**src/rtl/mac_chain_pkg.sv**
```systemverilog
package mac_chain_pkg;

  // Per-cycle strobes from the control pipeline to the datapath.
  // signA/signB align with the stage-1 operand registers; the rest
  // align with the stage-2 product registers.
  typedef struct packed {
    logic signA;
    logic signB;
    logic doRound;
    logic doSat;
    logic clearFb;
    logic zeroOut;
  } macStrobe_t;

endpackage

```
**src/rtl/mac_chain_ctrl.sv**
```systemverilog
module mac_chain_ctrl
  import mac_chain_pkg::*;
(
  input  logic       clk,
  input  logic       clr,
  input  logic       ena,
  input  logic       signA,
  input  logic       signB,
  input  logic       accumLoad,
  input  logic       zeroLoop,
  input  logic       zeroChain,
  input  logic       roundEn,
  input  logic       satEn,
  output macStrobe_t strobe
);

  macStrobe_t s1Q, s2Q;

  always_ff @(posedge clk or posedge clr) begin
    if (clr) begin
      s1Q <= '0;
      s2Q <= '0;
    end else if (ena) begin
      s1Q.signA   <= signA;
      s1Q.signB   <= signB;
      s1Q.doRound <= roundEn;
      s1Q.doSat   <= satEn;
      s1Q.clearFb <= accumLoad | zeroLoop;
      s1Q.zeroOut <= zeroChain;
      s2Q         <= s1Q;
    end
  end

  always_comb begin
    strobe         = s2Q;
    strobe.signA   = s1Q.signA;
    strobe.signB   = s1Q.signB;
  end

  assert_ctrl_hold_R9: assert property (@(posedge clk) disable iff (clr)
    !ena |=> $stable(strobe));

endmodule

```
**src/rtl/mac_chain_dp.sv**
```systemverilog
module mac_chain_dp
  import mac_chain_pkg::*;
#(
  parameter int NUM_MULT      = 2,
  parameter int WIDTH_A       = 8,
  parameter int WIDTH_B       = 8,
  parameter int WIDTH_CHAININ = 24,
  parameter int WIDTH_RESULT  = 24,
  parameter int ROUND_BITS    = 4
) (
  input  logic                          clk,
  input  logic                          clr,
  input  logic                          ena,
  input  logic [NUM_MULT*WIDTH_A-1:0]   opA,
  input  logic [NUM_MULT*WIDTH_B-1:0]   opB,
  input  logic [WIDTH_CHAININ-1:0]      chainIn,
  input  macStrobe_t                    strobe,
  output logic [WIDTH_RESULT-1:0]       result,
  output logic                          overflow
);

  localparam int PW    = WIDTH_A + WIDTH_B + 2;
  localparam int PSUM  = PW + $clog2(NUM_MULT) + 1;
  localparam int M1    = (PSUM > WIDTH_CHAININ) ? PSUM : WIDTH_CHAININ;
  localparam int M2    = (M1 > WIDTH_RESULT) ? M1 : WIDTH_RESULT;
  localparam int WIDE  = M2 + 3;
  localparam logic signed [WIDE-1:0] MAXV =
    {{(WIDE-WIDTH_RESULT+1){1'b0}}, {(WIDTH_RESULT-1){1'b1}}};
  localparam logic signed [WIDE-1:0] MINV = ~MAXV;
  localparam logic signed [WIDE-1:0] HALF =
    {{(WIDE-1){1'b0}}, 1'b1} << (ROUND_BITS-1);

  // stage 1: operand capture
  logic [NUM_MULT*WIDTH_A-1:0] aQ;
  logic [NUM_MULT*WIDTH_B-1:0] bQ;
  logic signed [WIDTH_CHAININ-1:0] chainQ1, chainQ2;
  // stage 2: products
  logic signed [WIDTH_A:0] aExt [NUM_MULT];
  logic signed [WIDTH_B:0] bExt [NUM_MULT];
  logic signed [PW-1:0] prodQ [NUM_MULT];
  // stage 3: sum / accumulator
  logic signed [WIDTH_RESULT-1:0] resultQ, nextRes;
  logic overflowQ, nextOvf;
  logic signed [WIDE-1:0] sumW, rndW;

  always_ff @(posedge clk or posedge clr) begin
    if (clr) begin
      aQ      <= '0;
      bQ      <= '0;
      chainQ1 <= '0;
    end else if (ena) begin
      aQ      <= opA;
      bQ      <= opB;
      chainQ1 <= chainIn;
    end
  end

  // one extra bit per operand: sign or zero extension by runtime control
  for (genvar i = 0; i < NUM_MULT; i++) begin : g_ext
    assign aExt[i] = {strobe.signA & aQ[i*WIDTH_A+WIDTH_A-1], aQ[i*WIDTH_A +: WIDTH_A]};
    assign bExt[i] = {strobe.signB & bQ[i*WIDTH_B+WIDTH_B-1], bQ[i*WIDTH_B +: WIDTH_B]};
  end

  always_ff @(posedge clk or posedge clr) begin
    if (clr) begin
      for (int i = 0; i < NUM_MULT; i++) prodQ[i] <= '0;
      chainQ2 <= '0;
    end else if (ena) begin
      for (int i = 0; i < NUM_MULT; i++) prodQ[i] <= PW'(aExt[i]) * PW'(bExt[i]);
      chainQ2 <= chainQ1;
    end
  end

  always_comb begin
    sumW = strobe.clearFb ? '0 : WIDE'(resultQ);
    sumW = sumW + WIDE'(chainQ2);
    for (int i = 0; i < NUM_MULT; i++) sumW = sumW + WIDE'(prodQ[i]);
    rndW = sumW;
    if (strobe.doRound) begin
      rndW = sumW + HALF;
      rndW[ROUND_BITS-1:0] = '0;
    end
    nextRes = rndW[WIDTH_RESULT-1:0];
    nextOvf = 1'b0;
    if (strobe.doSat) begin
      if (rndW > MAXV) begin
        nextRes = MAXV[WIDTH_RESULT-1:0];
        nextOvf = 1'b1;
      end else if (rndW < MINV) begin
        nextRes = MINV[WIDTH_RESULT-1:0];
        nextOvf = 1'b1;
      end
    end
    if (strobe.zeroOut) begin
      nextRes = '0;
      nextOvf = 1'b0;
    end
  end

  always_ff @(posedge clk or posedge clr) begin
    if (clr) begin
      resultQ   <= '0;
      overflowQ <= 1'b0;
    end else if (ena) begin
      resultQ   <= nextRes;
      overflowQ <= nextOvf;
    end
  end

  assign result   = resultQ;
  assign overflow = overflowQ;

  assert_zero_chain_R5: assert property (@(posedge clk) disable iff (clr)
    (ena && strobe.zeroOut) |=> (result == '0 && !overflow));

  assert_ovf_needs_sat_R7: assert property (@(posedge clk) disable iff (clr)
    (ena && !strobe.doSat) |=> !overflow);

  assert_ovf_at_limit_R7: assert property (@(posedge clk) disable iff (clr)
    overflow |-> (result == MAXV[WIDTH_RESULT-1:0] || result == MINV[WIDTH_RESULT-1:0]));

  assert_round_aligned_R6: assert property (@(posedge clk) disable iff (clr)
    (ena && strobe.doRound && !strobe.doSat) |=> (result[ROUND_BITS-1:0] == '0));

  assert_hold_R9: assert property (@(posedge clk) disable iff (clr)
    !ena |=> ($stable(result) && $stable(overflow)));

endmodule

```
**src/rtl/mac_chain_add.sv**
```systemverilog
module mac_chain_add
  import mac_chain_pkg::*;
#(
  parameter int NUM_MULT      = 2,
  parameter int WIDTH_A       = 8,
  parameter int WIDTH_B       = 8,
  parameter int WIDTH_CHAININ = 24,
  parameter int WIDTH_RESULT  = 24,
  parameter int ROUND_BITS    = 4
) (
  input  logic                        clk,
  input  logic                        clr,
  input  logic                        ena,
  input  logic [NUM_MULT*WIDTH_A-1:0] opA,
  input  logic [NUM_MULT*WIDTH_B-1:0] opB,
  input  logic                        signA,
  input  logic                        signB,
  input  logic [WIDTH_CHAININ-1:0]    chainIn,
  input  logic                        accumLoad,
  input  logic                        zeroLoop,
  input  logic                        zeroChain,
  input  logic                        roundEn,
  input  logic                        satEn,
  output logic [WIDTH_RESULT-1:0]     result,
  output logic                        overflow
);

  macStrobe_t strobe;

  mac_chain_ctrl ctrl_i (
    .clk(clk), .clr(clr), .ena(ena),
    .signA(signA), .signB(signB),
    .accumLoad(accumLoad), .zeroLoop(zeroLoop), .zeroChain(zeroChain),
    .roundEn(roundEn), .satEn(satEn),
    .strobe(strobe)
  );

  mac_chain_dp #(
    .NUM_MULT(NUM_MULT), .WIDTH_A(WIDTH_A), .WIDTH_B(WIDTH_B),
    .WIDTH_CHAININ(WIDTH_CHAININ), .WIDTH_RESULT(WIDTH_RESULT),
    .ROUND_BITS(ROUND_BITS)
  ) dp_i (
    .clk(clk), .clr(clr), .ena(ena),
    .opA(opA), .opB(opB), .chainIn(chainIn),
    .strobe(strobe),
    .result(result), .overflow(overflow)
  );

endmodule

```
**config.mk**
```make
export PLATFORM = sky130hd
export DESIGN_NAME = mac_chain_add
export DESIGN_NICKNAME = d
export VERILOG_FILES = /design/src/rtl/mac_chain_pkg.sv /design/src/rtl/mac_chain_ctrl.sv /design/src/rtl/mac_chain_dp.sv /design/src/rtl/mac_chain_add.sv
export SDC_FILE = /design/constraint.sdc
export NUM_CORES = 1
export LEC_CHECK = 0
export ABC_AREA = 1
export ABC_CLOCK_PERIOD_IN_PS = 7100
export CAP_MARGIN = 10
export CORE_ASPECT_RATIO = 1.25
export CORE_MARGIN = 2
export CORE_UTILIZATION = 40
export DETAILED_ROUTE_END_ITERATION = 8
export DONT_BUFFER_PORTS = 1
export GPL_TIMING_DRIVEN = 1
export SLEW_MARGIN = 15
export SYNTH_ARGS = -nofsm -noshare
export SYNTH_HDL_FRONTEND = slang
export SYNTH_SLANG_ARGS = --single-unit
```
**constraint.sdc**
```tcl
create_clock -name clk -period 7.1 [get_ports clk]
set_input_delay 1.775 -clock clk [delete_from_list [all_inputs] [get_ports clk]]
set_output_delay 1.775 -clock clk [all_outputs]
set_load 0.005 [all_outputs]
```
# After elaboration in Yosys (flattened, before gate mapping)
# Cells that the tools add are included.
[word_totals]
reg_bits = 151
in_bits = 66
output_inout_bits = 25
elab_cells = 41
[op_classes]
n_addsub = 4
n_mul = 2
order_cmp = 2
muxes = 10
bitwise_logic = 5
[op_table]
columns = ["operator", "n"]
rows = [
  ["$mux W24", 4],
  ["$add A27 B18 Y27", 2],
  ["$mux W27", 2],
  ["$mul A9 B9 Y18", 2],
  ["$add A27 B24 Y27", 1],
  ["$add A27 B5 Y27 const B", 1],
  ["$gt A27 B24 Y1 const B", 1],
  ["$lt A27 B24 Y1 const B", 1],
  ["$and A1 B1 Y1", 4],
  ["$mux W1", 4],
  ["$or A1 B1 Y1", 1],
]

# Longest topological paths before layout
[logic_depth]
depth_word = 11
ltp_mapped = 31
ltp_nobuf = 30

# Cells and area by module
# From an unflattened synthesis, not the netlist that was laid out.
[unflattened]
hier_cells = 2104
hier_area_um2 = 15966.6
[modules_own_cells]
columns = ["module", "n_inst", "cells_per_inst", "area_each_um2", "seq_area_each_um2"]
rows = [
  ["mac_chain_dp", 1, 2060, 15562.4, 3528.4],
  ["mac_chain_ctrl", 1, 44, 404.1, 250.2],
]

# Least setup slack after synthesis
# OpenSTA, ideal clock, no wires.
[synth_path]
kind = "register to register"
from = "reg dp_i.bQ[8]"
to = "reg dp_i.prodQ[17] in the netlist's numbering"
setup_ns = 0.133
arrival_time_ns = 5.217
t_required_ns = 6.967
path_slack_ns = 1.749
path_stages_with_launch = 26
path_buffers = 1
synth_period_minus_slack_ns = 5.351
cell_sequence = "dfrtp_1 clkbuf_1 inv_1 nor2_1 inv_1 fa_1 inv_1 fa_1 inv_1 fa_1 inv_1 fa_1 fa_1 ha_1 a21o_1 a31oi_1 o21ai_0 nand2_1 nand2_1 a21oi_1 o21ai_0 nand2_1 nand2_1 a21oi_1 xnor2_1 o21ai_0"
[synth_via]
elab_chain_cells = 1
[synth_rtl]
columns = ["item", "line", "source"]
rows = [
  ["from (decl)", "mac_chain_dp.sv:35", "logic [NUM_MULT*WIDTH_B-1:0] bQ;"],
  ["from (signal assigned)", "mac_chain_dp.sv:53", "bQ <= opB;"],
  ["$mul A9 B9 Y18", "mac_chain_dp.sv:69", "for (int i = 0; i < NUM_MULT; i++) prodQ[i] <= PW'(aExt[i]) * PW'(bExt[i]);"],
  ["to (decl)", "mac_chain_dp.sv:40", "logic signed [PW-1:0] prodQ [NUM_MULT];"],
]
# Every way passes these cells.
# A chain may end at the register's enable or synchronous reset.

# Worst setup path after layout
[layout_path]
from = "reg dp_i.aQ[15]"
to = "reg dp_i.prodQ[17] in the netlist's numbering"
[layout_via]
elab_chain_cells = 2
[layout_rtl]
columns = ["item", "line", "source"]
rows = [
  ["from (decl)", "mac_chain_dp.sv:34", "logic [NUM_MULT*WIDTH_A-1:0] aQ;"],
  ["from (signal assigned)", "mac_chain_dp.sv:52", "aQ <= opA;"],
  ["$and A1 B1 Y1", "mac_chain_dp.sv:60", "assign aExt[i] = {strobe.signA & aQ[i*WIDTH_A+WIDTH_A-1], aQ[i*WIDTH_A +: WIDTH_A]};"],
  ["$mul A9 B9 Y18 (*)", "mac_chain_dp.sv:69", ""],
]
# Mark *: on every way between the ends. The rest lies on a longest branch, timed or not.

==> qor.yml <==
status:
  outcome: "finished, final reports clean"
sta:
  slew_viol_final: 0
  worst_pin_slew_ns: 0.935
  final_hold_viol_count: 0
  fmax_mhz: 170
  final.setup_skew_ns: 0.0149
  final.setup.tns_ns: 0
  setup_violations: 0
  rsz0062_at_grt: "no"
  finalWorstPathRequiredPeriod_ns: 5.89
  hold-worst-slack_ns: 0.474
  final_min_period_over_clock_period: 0.829
  relSlewSlack: 0.377
die:
  io-pin-count: 91
  rows: 81
  initial_core_util: 0.404
  floorplan.die.width_um: 182
  die_h_um: 226
  core_area_um2: 39000
  die_area_um2: 41000
logic_synthesis:
  ys_seq_elements: 151
  synthesis.area_um2: 15800
  number_of_enable_flip_flop_cells_after_synthesis: 0
  yosysSeqAreaShare: 0.240
  synth.most_common_cell: "sky130_fd_sc_hd__nand2_1"
  synth_largest_area_cell: "sky130_fd_sc_hd__fa_1"
  count_of_mapped_cells_out_of_synthesis: 2054
  syn-num-nets: 2412
  synthArstFlopShare: 1.00
  most_area_consuming_cells_after_synthesis: "sky130_fd_sc_hd__fa_1, sky130_fd_sc_hd__dfrtp_1, sky130_fd_sc_hd__nand2_1"
  synth.avg_cell_area_um2: 7.67
  synth_common_cells: "sky130_fd_sc_hd__nand2_1, sky130_fd_sc_hd__inv_1, sky130_fd_sc_hd__fa_1"
  synth.distinct_cells: 37
  yosys.area.top_type_share: 0.240
  main_flop_type_after_synthesis: "sky130_fd_sc_hd__dfrtp_1"
  synth-warning-count: 0
critical_path:
  cp-end-kind: "register"
  crit_path_start: "dp_i.aQ[15]$_DFFE_PP0P_"
  worstPathRequired_ns: 7.40
  cp_max_fo: 11
  worstSetupStartpointType: "register"
  critical_path_class: "reg2reg"
  arrival_time_at_the_worst_endpoint_ns: 6.19
  crit-reg2reg-launch: "dp_i.aQ[15]$_DFFE_PP0P_"
layout:
  finish.net_count: 2364
  insertedDiodeCount: 0
  synthToLayoutAreaGrowth_pct: 6.18
  final_core_density: 0.429
  fraction_of_layout_cells_with_a_size_suffix_above_1: 0.0475
detailed_routing:
  via_count_normalized_by_instance_count: 4.79
  detailed_router_iteration_count_before_antenna_repair: 5
  routed_wirelength_mm: 39.3
  routedWlPerCell_um: 15.6
  detailroute.via_count: 12100
  drt_iter0_drc: 542
  detail_route.drc_violations: 0
  drt.antenna.violating_nets: 0
global_routing:
  grt_start_max_net_pins: 183
  vias_in_the_first_global_route: 12800
  antenna_found_initial: 0
  global_route_wire_length_before_repair_mm: 64.8
  grtUsageTotal: 0.203
  grt_remaining_overflow: 0
clock_tree:
  tritoncts_num_sinks: 151
  clock_tree.buffer_depth: 2
  numCtsBuffers: 17
  cts_clock_pin_slew_for_the_worst_setup_and_hold_paths_ns: 0.07
  tritoncts: "yes"
  cts_hold_buf: 0
  cts_max_level: 4
  post_cts.repair.setup_buffers: 0
  cts-resized-gates: 0
  clockRootBuffer: "sky130_fd_sc_hd__clkbuf_16"
  worstSkewPairLatency_ns: 0.46
placed_design:
  gp_routability_congestion: 0.893
  number_of_port_buffers: 0
  place_hpwl_mm: 31.8
min_path:
  hold_start: "dp_i.chainQ1[23]$_DFFE_PP0P_"
  hold_path_class: "reg2reg"
job:
  timing.max_cap.violations: 0
final timing paths:
check                                                to  slack, ns  depth (start not counted)
max                          dp_i.prodQ[17]$_DFFE_PP0P_       1.21                         24
min                        dp_i.chainQ1[23]$_DFFE_PP0P_       0.47                          2
max reg2reg                  dp_i.prodQ[17]$_DFFE_PP0P_       1.21                         24
min reg2reg                dp_i.chainQ1[23]$_DFFE_PP0P_       0.47                          2
max in group asynchronous   dp_i.chainQ2[4]$_DFFE_PP0P_       4.39                          2
min in group asynchronous   dp_i.chainQ1[7]$_DFFE_PP0P_       1.38                          1
cell families after synthesis:
family	synth area share
AND/OR/NAND/NOR	0.231
buffers and inverters	0.127
adder cells (fa/ha/maj)	0.322
AO/OA/AOI/OAI	0.0540
flip-flops	0.240
XOR/XNOR	0.0272
critical path, cell delays in order, from the launching register on:
cell,delay (ns)
sky130_fd_sc_hd__dfrtp_1,0.53
sky130_fd_sc_hd__nand2_1,0.23
sky130_fd_sc_hd__nor2_1,0.32
sky130_fd_sc_hd__inv_1,0.10
sky130_fd_sc_hd__fa_1,0.49
sky130_fd_sc_hd__inv_1,0.05
sky130_fd_sc_hd__fa_1,0.49
sky130_fd_sc_hd__inv_1,0.05
sky130_fd_sc_hd__fa_1,0.47
sky130_fd_sc_hd__inv_1,0.05
sky130_fd_sc_hd__fa_1,0.50
sky130_fd_sc_hd__fa_1,0.49
sky130_fd_sc_hd__ha_1,0.36
sky130_fd_sc_hd__a21o_1,0.19
sky130_fd_sc_hd__a31oi_1,0.21
sky130_fd_sc_hd__o21ai_0,0.17
sky130_fd_sc_hd__nand2_1,0.09
sky130_fd_sc_hd__nand2_1,0.05
sky130_fd_sc_hd__a21oi_1,0.22
sky130_fd_sc_hd__o21ai_0,0.17
sky130_fd_sc_hd__nand2_1,0.09
sky130_fd_sc_hd__nand2_1,0.05
sky130_fd_sc_hd__a21oi_1,0.14
sky130_fd_sc_hd__xnor2_1,0.13
sky130_fd_sc_hd__o21ai_0,0.08
flip-flops by register name, indices dropped and copies added (netlist names):
register	cells
dp_i.prodQ	36
dp_i.chainQ1	24
dp_i.chainQ2	24
dp_i.result	24
dp_i.aQ	16
dp_i.bQ	16
ctrl_i.strobe	6
ctrl_i.s1Q	4
dp_i.overflow	1
per-layer routing:
| layer | share of wire | track usage | vias up |
|---|---|---|---|
| met5 | 0 | 0 | - |
| met4 | 0.035 | 0.0886 | 0 |
| met3 | 0.027 | 0.0210 | 60 |
| met2 | 0.52 | 0.372 | 198 |
| met1 | 0.42 | 0.243 | 5825 |
| li1 | - | - | 5972 |
layout by cell type (no fill, tap or decap), types with 28 or more instances in the layout:
cell | netlist | routed
sky130_fd_sc_hd__dfrtp_1 | 151 | 151
sky130_fd_sc_hd__nand3_1 | 58 | 58
sky130_fd_sc_hd__o21ai_0 | 101 | 101
sky130_fd_sc_hd__xor2_1 | 28 | 28
sky130_fd_sc_hd__a21oi_1 | 36 | 36
sky130_fd_sc_hd__inv_1 | 442 | 441
sky130_fd_sc_hd__nor2_1 | 63 | 62
sky130_fd_sc_hd__fa_1 | 189 | 189
sky130_fd_sc_hd__nand2_1 | 684 | 684
sky130_fd_sc_hd__ha_1 | 103 | 103
area by class of cell:
class	count	area, um2
clock buffers	19	453
inverters	452	1700
repair buffers	4	30.0
flip-flops and latches	151	3780
multi-input cells	1380	9990
clock inverters	13	160
fillers	3966	22300
well taps	498	623
through the flow:
stage	instance area (um2)	std cells	worst slack, ns
after CTS	16700	2517	1.15
after detailed placement	16100	2485	1.17
after floorplan	15800	2054	1.26
final	16700	2517	1.21
after global routing	16700	2517	0.676
after global placement	16100	2485	1.24
Power is left out: the tool's default activity adds up to more than one toggle a clock period on the data nets, which glitch-free logic cannot reach.
